--- src/rtl/cbr_pkg.sv ---
package cbr_pkg;

  typedef enum logic [2:0] {
    COND_ALWAYS = 3'd0,
    COND_EQ     = 3'd1,
    COND_NE     = 3'd2,
    COND_LT     = 3'd3,
    COND_GT     = 3'd4
  } cond_e;

  typedef struct packed {
    logic ov;
    logic z;
    logic n;
  } flags_t;

endpackage

--- src/rtl/cbr_flag_eval.sv ---
module cbr_flag_eval
  import cbr_pkg::*;
#(
  parameter int DATA_W = 16
) (
  input  logic [DATA_W-1:0] first_op,
  input  logic [DATA_W-1:0] second_op,
  output flags_t            flags
);

  localparam int MSB = DATA_W - 1;

  // second - first; N is the sign corrected by overflow
  function automatic flags_t compare_fn(input logic [DATA_W-1:0] a,
                                        input logic [DATA_W-1:0] b);
    flags_t      f;
    logic [DATA_W-1:0] diff;
    diff = b - a;
    f.ov = (a[MSB] != b[MSB]) && (diff[MSB] != b[MSB]);
    f.z  = (diff == '0);
    f.n  = diff[MSB] ^ f.ov;
    return f;
  endfunction

  assign flags = compare_fn(first_op, second_op);

endmodule

--- src/rtl/cbr_flag_reg.sv ---
module cbr_flag_reg
  import cbr_pkg::*;
(
  input  logic   clk,
  input  logic   rst_n,
  input  logic   load,
  input  flags_t d,
  output flags_t q
);

  always_ff @(posedge clk or negedge rst_n) begin
    if (!rst_n)    q <= '0;
    else if (load) q <= d;
  end

  // flags only move after a compare strobe
  assert_flags_hold_R5: assert property (@(posedge clk) disable iff (!rst_n)
    !load |=> $stable(q));

endmodule

--- src/rtl/cbr_cond_check.sv ---
module cbr_cond_check
  import cbr_pkg::*;
(
  input  logic [2:0] cond,
  input  flags_t     flags,
  output logic       taken
);

  always_comb begin
    case (cond)
      COND_ALWAYS: taken = 1'b1;
      COND_EQ:     taken = flags.z;
      COND_NE:     taken = !flags.z;
      COND_LT:     taken = !flags.z && !flags.n;
      COND_GT:     taken = flags.n;
      default:     taken = 1'b0;
    endcase
  end

endmodule

--- src/rtl/cmp_branch_unit.sv ---
module cmp_branch_unit
  import cbr_pkg::*;
#(
  parameter int DATA_W = 16,
  parameter int ADDR_W = 16,
  parameter int LEN_W  = 4
) (
  input  logic              clk,
  input  logic              rst_n,
  input  logic              cmp_valid,
  input  logic [DATA_W-1:0] cmp_first,
  input  logic [DATA_W-1:0] cmp_second,
  input  logic              br_valid,
  input  logic [2:0]        br_cond,
  input  logic [ADDR_W-1:0] br_target,
  input  logic [ADDR_W-1:0] pc_cur,
  input  logic [LEN_W-1:0]  instr_len,
  output logic              flag_ov,
  output logic              flag_z,
  output logic              flag_n,
  output logic              br_done,
  output logic              br_taken,
  output logic [ADDR_W-1:0] br_next_pc
);

  flags_t            flags_new;
  flags_t            flags_cur;
  logic              taken_now;
  logic [ADDR_W-1:0] seq_pc;
  logic [ADDR_W-1:0] pc_pick;

  cbr_flag_eval #(.DATA_W(DATA_W)) u_eval (
    .first_op  (cmp_first),
    .second_op (cmp_second),
    .flags     (flags_new)
  );

  cbr_flag_reg u_flags (
    .clk   (clk),
    .rst_n (rst_n),
    .load  (cmp_valid),
    .d     (flags_new),
    .q     (flags_cur)
  );

  // decided on the held flags, so a same-cycle compare is not seen
  cbr_cond_check u_cond (
    .cond  (br_cond),
    .flags (flags_cur),
    .taken (taken_now)
  );

  assign seq_pc  = pc_cur + ADDR_W'(instr_len);
  assign pc_pick = taken_now ? br_target : seq_pc;

  always_ff @(posedge clk or negedge rst_n) begin
    if (!rst_n) begin
      br_done    <= 1'b0;
      br_taken   <= 1'b0;
      br_next_pc <= '0;
    end else begin
      br_done <= br_valid;
      if (br_valid) begin
        br_taken   <= taken_now;
        br_next_pc <= pc_pick;
      end
    end
  end

  assign flag_ov = flags_cur.ov;
  assign flag_z  = flags_cur.z;
  assign flag_n  = flags_cur.n;

  assert_eq_zero_R1: assert property (@(posedge clk) disable iff (!rst_n)
    cmp_valid && (cmp_first == cmp_second) |=> flag_z && !flag_n && !flag_ov);

  assert_z_n_excl_R3: assert property (@(posedge clk) disable iff (!rst_n)
    !(flag_z && flag_n));

  assert_done_pulse_R11: assert property (@(posedge clk) disable iff (!rst_n)
    br_valid |=> br_done);

  assert_done_idle_R11: assert property (@(posedge clk) disable iff (!rst_n)
    !br_valid |=> !br_done && $stable(br_taken) && $stable(br_next_pc));

  assert_always_taken_R6: assert property (@(posedge clk) disable iff (!rst_n)
    br_valid && (br_cond == 3'd0) |=> br_taken && (br_next_pc == $past(br_target)));

  assert_never_taken_R9: assert property (@(posedge clk) disable iff (!rst_n)
    br_valid && (br_cond > 3'd4) |=> !br_taken);

  assert_seq_pc_R10: assert property (@(posedge clk) disable iff (!rst_n)
    br_done && !br_taken |-> br_next_pc == $past(pc_cur) + ADDR_W'($past(instr_len)));

endmodule

--- config.mk ---
export PLATFORM = sky130hd
export DESIGN_NAME = cmp_branch_unit
export DESIGN_NICKNAME = d
export VERILOG_FILES = /design/src/rtl/cbr_pkg.sv /design/src/rtl/cbr_flag_eval.sv /design/src/rtl/cbr_flag_reg.sv /design/src/rtl/cbr_cond_check.sv /design/src/rtl/cmp_branch_unit.sv
export SDC_FILE = /design/constraint.sdc
export NUM_CORES = 1
export LEC_CHECK = 0
export BUFFER_PORTS_ARGS = -buffer_cell sky130_fd_sc_hd__buf_2
export CORE_ASPECT_RATIO = 1.5
export CORE_UTILIZATION = 32
export CTS_CLUSTER_DIAMETER = 100
export DETAILED_ROUTE_END_ITERATION = 16
export HOLD_SLACK_MARGIN = 0.03
export SLEW_MARGIN = 0
export SYNTH_ARGS = -nofsm -noshare
export SYNTH_HDL_FRONTEND = slang
export SYNTH_SLANG_ARGS = --single-unit
export TNS_END_PERCENT = 10
--- constraint.sdc ---
create_clock -name clk -period 1.6 [get_ports clk]
set_input_delay 0.08 -clock clk [delete_from_list [all_inputs] [get_ports clk]]
set_output_delay 0.08 -clock clk [all_outputs]
set_load 0.02 [all_outputs]
* After elaboration in Yosys (flattened, before gate mapping)
Cells that the tools add are included.
** Word-level totals
- Flip-flop bits (word level) :: 21
- Input port bits :: 75
- Output and inout port bits :: 21
- Logic and storage cells :: 23
** Operators by class
- Add/sub/neg operators :: 2
- Equal/unequal tests :: 6
- Multiplexer cells :: 2
- Bitwise logic cells :: 1
- Reductions and logical operators :: 6
** Operators with widths (count)
- 16-bit by 4-bit adder with 16-bit output :: 1
- 16-bit zero test :: 1
- 16-bit 2-to-1 mux :: 1
- 16-bit subtractor :: 1
- 3-bit by 2-bit == test with 1-bit output, second input constant :: 2
- 1-bit one-hot mux with 5 select lines :: 1
- 3-bit by 1-bit == test with 1-bit output, second input constant :: 1
- 3-bit == test, second input constant :: 1
- 3-bit zero test :: 1
- 1-bit logical AND :: 2
- 1-bit zero test :: 2
- 1-bit inequality test :: 2
- 1-bit XOR :: 1

* Depth between registers and ports, before layout
Gate-level depths: netlist (run 1).
- Depth after elaboration :: 4
- Depth in mapped cells :: 17
- Mapped depth without buffers :: 17

* Modules after synthesis
Synthesis (run 1) repeated with hierarchy kept, for this count alone.
** Second synthesis, totals
- Cells, all modules :: 284
- Area total of the unflattened synthesis :: 2313.5 um^2
** By module, submodules not included
- cmp_branch_unit :: instances 1, cells an instance 140, area an instance 1265.0 um^2
- cbr_flag_eval :: instances 1, cells an instance 133, area an instance 908.4 um^2
- cbr_flag_reg :: instances 1, cells an instance 6, area an instance 108.9 um^2
- cbr_cond_check :: instances 1, cells an instance 5, area an instance 31.3 um^2

* Least setup slack after synthesis (run 1)
OpenSTA, ideal clock, no wires.
- Path kind :: input to register
- Start :: input cmp_first[6]
- End :: register u_flags.q[1] (netlist name)
- Library setup time :: 0.095 ns
- Arrival :: 3.073 ns
- Data required time :: 1.505 ns
- Path slack :: -1.568 ns
- Stages on the path :: 17
- Path through :: inv_1 > ha_1 > inv_1 > o31ai_1 > o31ai_2 > o21ai_0 > nand4_1 > nand2_1 > a21oi_1 > fa_1 > and4_1 > o21ai_0 > nor4_2 > nand4_1 > nor4b_2 > nand4b_1 > o32ai_2
** Between the ends
- Word-level cells in the longest chain between the ends :: 2
** Ends and longest elaborated chain
- start: declaration :: line cmp_branch_unit.sv:11 : input logic [DATA_W-1:0] cmp_first,
- 16-bit subtractor :: line cbr_flag_eval.sv:18 : diff = b - a;
- 16-bit zero test :: line cbr_flag_eval.sv:20 : f.z = (diff == '0);
- end signal: assignment :: line cbr_flag_reg.sv:12 : if (!rst_n) q <= '0;
- end signal: assignment :: line cbr_flag_reg.sv:13 : else if (load) q <= d;
- end: declaration :: line cbr_flag_reg.sv:8 : output flags_t q
No other way between the ends.
A chain may end at the register's enable or synchronous reset.

* Final worst setup path (run 1)
- Start :: input cmp_first[2]
- End :: register u_flags.q[1] (netlist name)
The elaborated chain is that of the path after synthesis.

==> results list, run 1 <==
* Arrival time of the worst setup path: 3.05 ns
- Number of fillers in the final layout: 650
- Number of max-cap violations: 0
- Startpoint class of the critical path: input port
- The first detailed-routing pass took 4 iterations.
- OpenSTA, run right after detailed placement, puts the worst setup slack at -1.73 ns.
- Pin placement for this block handled 96 I/O pins.
- Input/output buffers: 95
- Violated checks: setup timing
- The min-delay analysis places its worst path in the category in2reg.
- The initial utilization of the core area, before any placement, comes to 33.4%.
* Total nets after synthesis: 362
- Highest fanout seen on the critical path: 2
- Final hold violations: 0
- Proportion of synthesized chip area in sequential cells: 24.1%
- VDD sags by at most 247 uV.
- Global routing finished with a remaining overflow of 0.
* Maximum number of pins on one net before global-route repair: 28
* Kind of capture point of the worst setup path: flop
- Setup violations remaining at the end of the flow were counted as 7.
* Transition time at the pin with the least slew margin: 0.492 ns
* Number of slew-limit violations in the final report: 0
* Global-route wire length before repair: 10600 um
- After legalization and detailed placement, the total HPWL measured 5190 um.
* Post-Layout Inst Area: 3390 um2
- The die covers 7170 um2.
* Row Count: 36
- Number of global-route vias before repair: 2435
- Die span in x: 69.5 um
* Post-synthesis instance total: 265
* Commonest non-fill, non-tap cells in the layout: sky130_fd_sc_hd__buf_2, sky130_fd_sc_hd__buf_4, sky130_fd_sc_hd__a21oi_1
- GRT Resource Usage Total: 18.3%
- Most used cell, CP: sky130_fd_sc_hd__nand4_1
- Number of routed nets with antenna violations: 0
- For this design the ratio of total power to cell area is 628 nW/um2.
- TritonCTS built the clock tree.
- Subtracting the final worst setup slack from the clock period gives 2.87 ns.
- The run finished, with violations left.
- N_diodes: 0
* Remaining DRCs: 0
- Register bit total from synthesis: 21
* Final WL: 6410 um
- Standard cell with the maximum stage delay on the critical path: sky130_fd_sc_hd__fa_1
* Clock transition at path regs: 0.07 ns
* Post-synth cell types: 54
* Async SR Flop Fraction: 100%
* Required arrival time at the worst endpoint: 1.78 ns
- The core region is 6530 um2.
- Clock buffers created by TritonCTS: 3
- The die is 103 um tall.
* Normalized max-slew margin: 67.2%
- For the final routed database, the setup TNS stands at -2.36 ns.
* Starting DRT DRC Count: 99
* Number of antenna violations at the first check in global routing: 0
- The routed layout has 2483 vias.
- Unrepaired setup endpoints after global routing: yes
- Root cell of the clock tree: sky130_fd_sc_hd__clkbuf_8
- H-Tree Depth: 1
- Longest Clk Path Bufs: 2
- Together, buffers and inverters on the worst path number 2.
* Synth Area per Inst: 8.24 um2
* Area taken by multi-input logic gates: 1650 um2
* DR vias/cell: 5.13
- Summing all placed instances gives a cell area of 3180 um2.
* Number of enable flip-flop cells after synthesis: 0
- Area overhead of the layout relative to synthesis: 55.1%
- CTS saw 21 sinks.
- Routability-driven placement finished with a final weighted congestion of 0.861.
* Cell area after technology mapping: 2180 um2
* CP Class: in2reg
- On the final layout, the worst clock skew is 0.00152 ns.
- Max Clock Freq: 348 MHz
* Cell-by-cell trace of the critical path: buf_6 > inv_2 > ha_4 > o21a_1 > o31a_1 > o31ai_2 > o21ai_2 > nand4_1 > nand2_1 > a21oi_2 > fa_1 > and4_1 > o21ai_1 > nor4_2 > nand4_1 > nor4b_2 > nand4b_1 > o32ai_2
- Delay of the slowest cell on the worst path: 0.50 ns
* Worst path setup slack after routing: -1.27 ns
- Cells with a size suffix above 1 make up 46.1% of the layout.
* Static leakage: 1.68 nW
- Mean routed wirelength per cell: 13.2 um
- Most frequent standard cell in the layout excluding fill and tap cells: sky130_fd_sc_hd__buf_2
- After layout, the worst path uses 180% of the clock period.
- Most used flip-flop cell after synthesis: sky130_fd_sc_hd__dfrtp_1
- Nets@finish: 506
* Insertion delay to the later sink of the worst-skew pair: 0.27 ns
- Across the whole layout, storage elements account for 526 um2.
* Yosys warning count: 0
- Critical path's top delay family: simple AND/OR/NAND/NOR gates
path summary, 6_finish.rpt:
path	from	endpoint	slack, ns	cells past startpoint
min in group asynchronous	rst_n	br_next_pc[13]	0.30	2
worst max-delay path	cmp_first[2]	u_flags.q[1]	-1.27	18
worst min-delay path	br_target[0]	br_next_pc[0]	0.11	3
worst min register to register	br_taken	br_taken	0.49	1
worst max register to register	u_flags.q[1]	br_next_pc[12]	0.09	6
max in group asynchronous	rst_n	u_flags.q[2]	0.96	2
state kept, by name, summed over array words and instances (netlist names):
signal      cells
br_next_pc     16
u_flags.q       3
br_taken        1
br_done         1
power by group:
group | internal, mW | leakage (nW) | switching [mW]
clock | 0.178 | 0.0228 | 0.181
combinational | 0.558 | 1.41 | 0.565
sequential | 0.609 | 0.245 | 0.0382
total | 1.34 | 1.68 | 0.784
routing by layer:
metal,GRT usage [%],part of all wire [%]
met1,18.8,37
met2,37.9,56
met3,1.36,4.6
met4,7.69,2.4
met5,0,0
through the flow:
stage / power [mW] / hold slack [ns] / cells / utilization (%)
floorplan: 1.28 / -0.216 / 265 / -
global placement: 1.71 / 0.0720 / 472 / 48.6
detailed placement: 1.72 / 0.0708 / 472 / 48.6
CTS: 2.14 / 0.114 / 484 / 51.7
global route: 2.29 / 0.118 / 484 / 51.9
finish: 2.13 / 0.113 / 484 / 51.9
worst reg2reg max path: stages (launching register included):
cell and delay, ns:
sky130_fd_sc_hd__dfrtp_1 0.40, sky130_fd_sc_hd__inv_1 0.09, sky130_fd_sc_hd__o22ai_1 0.11, sky130_fd_sc_hd__a22oi_2 0.24, sky130_fd_sc_hd__buf_12 0.21, sky130_fd_sc_hd__a21oi_1 0.08, sky130_fd_sc_hd__mux2_2 0.26
layout make-up:
type | instances | share of cell area, %
Clock buffer | 4 | 1.33
Inverter | 29 | 3.73
Multi-Input combinational cell | 208 | 48.8
Sequential cell | 21 | 15.5
Tap cell | 76 | 2.81
Timing Repair Buffer | 146 | 27.8
what timing repair did:
action                                  4_1_cts  5_1_grt
hold buffers                                  1        0
setup buffers                                 7        0
endpoints found under the setup margin       13       20
pin swaps                                    17        4
gates resized for setup                      24        2
endpoints found under the hold margin        21        0
kinds of logic (layout without fill, tap and decap cells):
| group | after synthesis | after routing | synth area share, % |
|---|---|---|---|
| compound gates | 76 | 76 | 23.1 |
| mux | 14 | 14 | 6.87 |
| simple gates | 80 | 80 | 19.5 |
| flops | 21 | 21 | 24.1 |
| buf+inv | 36 | 179 | 6.47 |
| xor+xnor | 16 | 16 | 6.41 |
| fa+ha+maj | 22 | 22 | 13.6 |
synth_stat cells, types with 5 or more instances:
cell type                 number  share of area, %
sky130_fd_sc_hd__nand3_1       5               1.1
sky130_fd_sc_hd__and3_1        5               1.4
sky130_fd_sc_hd__o21a_1        7               2.4
sky130_fd_sc_hd__xor2_1        9               3.6
sky130_fd_sc_hd__mux2i_1       6               2.7
sky130_fd_sc_hd__nor3_1        5               1.1
sky130_fd_sc_hd__nand2_1      16               2.7
sky130_fd_sc_hd__xnor2_1       7               2.8
sky130_fd_sc_hd__nor2_1       23               4.0
sky130_fd_sc_hd__inv_1        29               5.0
sky130_fd_sc_hd__dfrtp_1      21                24
sky130_fd_sc_hd__o21ai_0      11               2.5
sky130_fd_sc_hd__mux2_2        8               4.1
sky130_fd_sc_hd__ha_1         19                11
sky130_fd_sc_hd__a21oi_1      26               6.0
(Power assumes the default switching activity.)
==> inputs of run 2 (changes only) <==
PLACE_DENSITY = 0.67   (was not set)
==> results list, run 2 (same netlist as run 1, synthesis figures left out) <==
- Max Clock Freq: 351 MHz (+0.79%)
* Starting utilization of the core area: 33.4% (unchanged)
- Launch point of the worst path: cmp_first[6]
- Number of global-route vias before repair: 2441 (+0.25%)
- Core region area: 6530 um2 (unchanged)
* Mean routed wirelength per cell: 12.9 um (-2.7%)
- Starting DRT DRC Count: 57 (-42%)
- The I/O pin count is 96 (unchanged).
- The initial antenna violation count came to 0 (unchanged).
* H-Tree Depth: 1 (unchanged)
- The all-layer global routing usage was 17.5% (-0.78 points).
- Post-DP HPWL: 5150 um (-0.82%)
* Gp weighted congestion: 0.913 (+6.1%)
* Final hold violations: 0 (unchanged)
- The register with the most flip-flops in the final layout is br_next_pc.
- The top fanout value on the critical path came to 4 (+2).
- The count of vias placed by the detailed router is 2502 (+0.77%).
- Unrepaired setup endpoints after global routing: yes
* CTS tree: built
- Worst setup skew after layout: 0.00181 ns (+0.000287 ns)
- The die height was 103 um (unchanged).
* Cell-by-cell trace of the critical path: buf_8 > inv_8 > ha_4 > inv_4 > o31ai_4 > o31ai_4 > o21ai_2 > nand4_1 > nand2_1 > a21oi_2 > fa_1 > and4_1 > o21ai_2 > nor4_2 > nand4_1 > nor4b_2 > nand4b_1 > o32ai_2
- In this run the critical register-to-register path is captured at br_next_pc[5].
- The post-detailed-placement cell area was 3210 um2 (+0.95%).
* CP Class: in2reg
- The total inserted antenna cells was 0 (unchanged).
- The area of the die is 7170 um2 (unchanged).
- The global-route wire length before repair was 10300 um (-2.7%).
- Most frequent standard cell in the layout excluding fill and tap cells: sky130_fd_sc_hd__buf_2
- Worst path setup slack after routing: -1.25 ns (+0.0224 ns)
- R2r startpoint: u_flags.q[1]
* Maximum vdd ir drop: 261 uV (+5.7%)
- The pin count of the biggest net entering global routing is 28 (unchanged).
- The kind of cell with the highest combined delay along the critical path is simple AND/OR/NAND/NOR gates.
- The max capacitance violation total came to 0 (unchanged).
* Violated checks: setup timing
- The cell area after layout is 3410 um2 (+0.74%).
* Standard cell with the maximum stage delay on the critical path: sky130_fd_sc_hd__fa_1
- Layout cells sized above 1: 47.2% (+1.1 points)
* Longest Clk Path Bufs: 2 (unchanged)
- Result of the run: finished with violations
- The portion of the clock cycle consumed by the worst path in the final layout came to 178% (-1.4 points).
- Input/output buffers: 95 (unchanged)
- The post-route antenna net violation count was 0 (unchanged).
* Static leakage: 1.69 nW (+0.34%)
- The actual slew at the worst max-slew pin came to 0.493 ns (+0.000776 ns).
- Minimum period implied by the final worst setup slack: 2.85 ns (-0.0224 ns)
* Nets@finish: 507 (+0.20%)
- In this run the clock root is driven by a sky130_fd_sc_hd__clkbuf_8.
- Class of the tightest hold or removal check: in2reg
- Delay of the slowest cell on the worst path: 0.49 ns (about the same)
- The detailed-route DRC error count was 0 (unchanged).
* WHS Path Cells: 3 (unchanged)
* Commonest non-fill, non-tap cells in the layout: sky130_fd_sc_hd__buf_2, sky130_fd_sc_hd__buf_4, sky130_fd_sc_hd__a21oi_1
- Leading registers by flop count: br_next_pc: 16 flops, u_flags.q: 3 flops
- The latest clock arrival within the worst-skew pair came to 0.26 ns (about the same).
- The number of buffers created by CTS came to 3 (unchanged).
- The average vias per placed instance was 5.16 (+0.56%).
* Max reg flops: 16 (unchanged)
- Total overflow reported by the global router: 0 (unchanged)
- Die span in x: 69.5 um (unchanged)
- The arrival time reported for the critical path endpoint is 3.02 ns (-0.03 ns).
- Number of slew-limit violations in the final report: 0 (unchanged)
- The total number of clock tree sinks was 21 (unchanged).
- Final WL: 6250 um (-2.5%)
* Length in cells of the worst reg-to-reg path: 7 (+1)
- The combined buffer and inverter count along the critical path is 3 (+1).
- Startpoint class of the critical path: input port
- In this run the most critical hold path is launched from br_target[2].
* Number of endpoints failing setup at the final stage: 7 (unchanged)
- The worst setup slack after placement came to -1.73 ns (-0.00678 ns).
- The power per unit of standard cell area is 623 nW/um2 (-0.85%).
- First-pass detailed-route iteration total: 4 (unchanged)
- Area overhead of the layout relative to synthesis: 56.2%
* Row Count: 36 (unchanged)
- Kind of capture point of the worst setup path: flop
- Worst Hold Endpoint: br_next_pc[2]
- Clock transition at path regs: 0.07 ns (about the same)
- Required arrival time at the worst endpoint: 1.77 ns (about the same)
* Normalized max-slew margin: 67.2% (about the same)
* Flop2flop setup slack: 0.11 ns (+0.02 ns)
==> run 2: cell types whose count changed in the layout (fill, tap and decap cells not counted), moves of 2 or more <==
cell	previous run	this run
sky130_fd_sc_hd__buf_6	8	10
sky130_fd_sc_hd__ha_1	13	11
sky130_fd_sc_hd__ha_2	0	2
sky130_fd_sc_hd__inv_1	22	20
sky130_fd_sc_hd__inv_2	3	5
sky130_fd_sc_hd__o2111ai_1	0	2
sky130_fd_sc_hd__o2111ai_2	2	0
==> run 2: repair_timing <==
item,4_1_cts,5_1_grt
setup buffers,3,1
hold buffers,1,0
endpoints found under the hold margin,21,0
setup endpoints to repair,8,20
pin swaps,18,7
resized for setup,17,15
==> run 2: power by group <==
group	switching (mW)	leakage, nW	internal, mW	total (mW)
clock	0.175	0.0255	0.174	0.348
combinational	0.570	1.42	0.561	1.13
sequential	0.0375	0.245	0.609	0.647
==> run 2: cell type report <==
type	instances	area [um2]
clock buffer	3	41.3
sequential	21	526
multi-input combinational	208	1660
fill	642	3120
clock inverter	1	5.00
inverter	29	126
timing repair buffer	147	961
tap	76	95.1
==> run 2: per-layer routing <==
layer  vias up  share of wire (%)  track usage, %
met5         -                  0               0
met4         0                3.5            8.63
met3        20                6.0            2.03
met2        96                 53            35.1
met1      1147                 37            17.9
li1       1239                  -               -
==> run 2: tightest hold or removal path, delay by kind of cell <==
| family | cells | cell delay [ns] |
|---|---|---|
| multiplexers | 1 | 0.05 |
| AO/OA/AOI/OAI | 1 | 0.13 |
| buffers and inverters | 1 | 0.07 |
==> run 2: worst max path at each step <==
stage / to / slack [ns] / cells past startpoint
2_1_floorplan: u_flags.q[1] / -1.38 / 17
4_1_cts: u_flags.q[1] / -1.31 / 18
3_5_place_dp: u_flags.q[1] / -1.73 / 18
5_1_grt: u_flags.q[1] / -1.55 / 18
6_report: u_flags.q[1] / -1.25 / 18
3_3_place_gp: u_flags.q[1] / -1.59 / 18
==> run 2: metrics by stage <==
| stage | hold slack (ns) | total power, mW | utilization, % | setup TNS, ns | std cells |
|---|---|---|---|---|---|
| after floorplan | -0.216 | 1.28 | - | -4.59 | 265 |
| after global placement | 0.0714 | 1.71 | 49.1 | -6.40 | 476 |
| after detailed placement | 0.0730 | 1.73 | 49.1 | -6.64 | 476 |
| after CTS | 0.110 | 2.12 | 51.3 | -2.45 | 484 |
| after global routing | 0.126 | 2.29 | 52.3 | -3.35 | 485 |
| final | 0.115 | 2.13 | 52.3 | -2.13 | 485 |
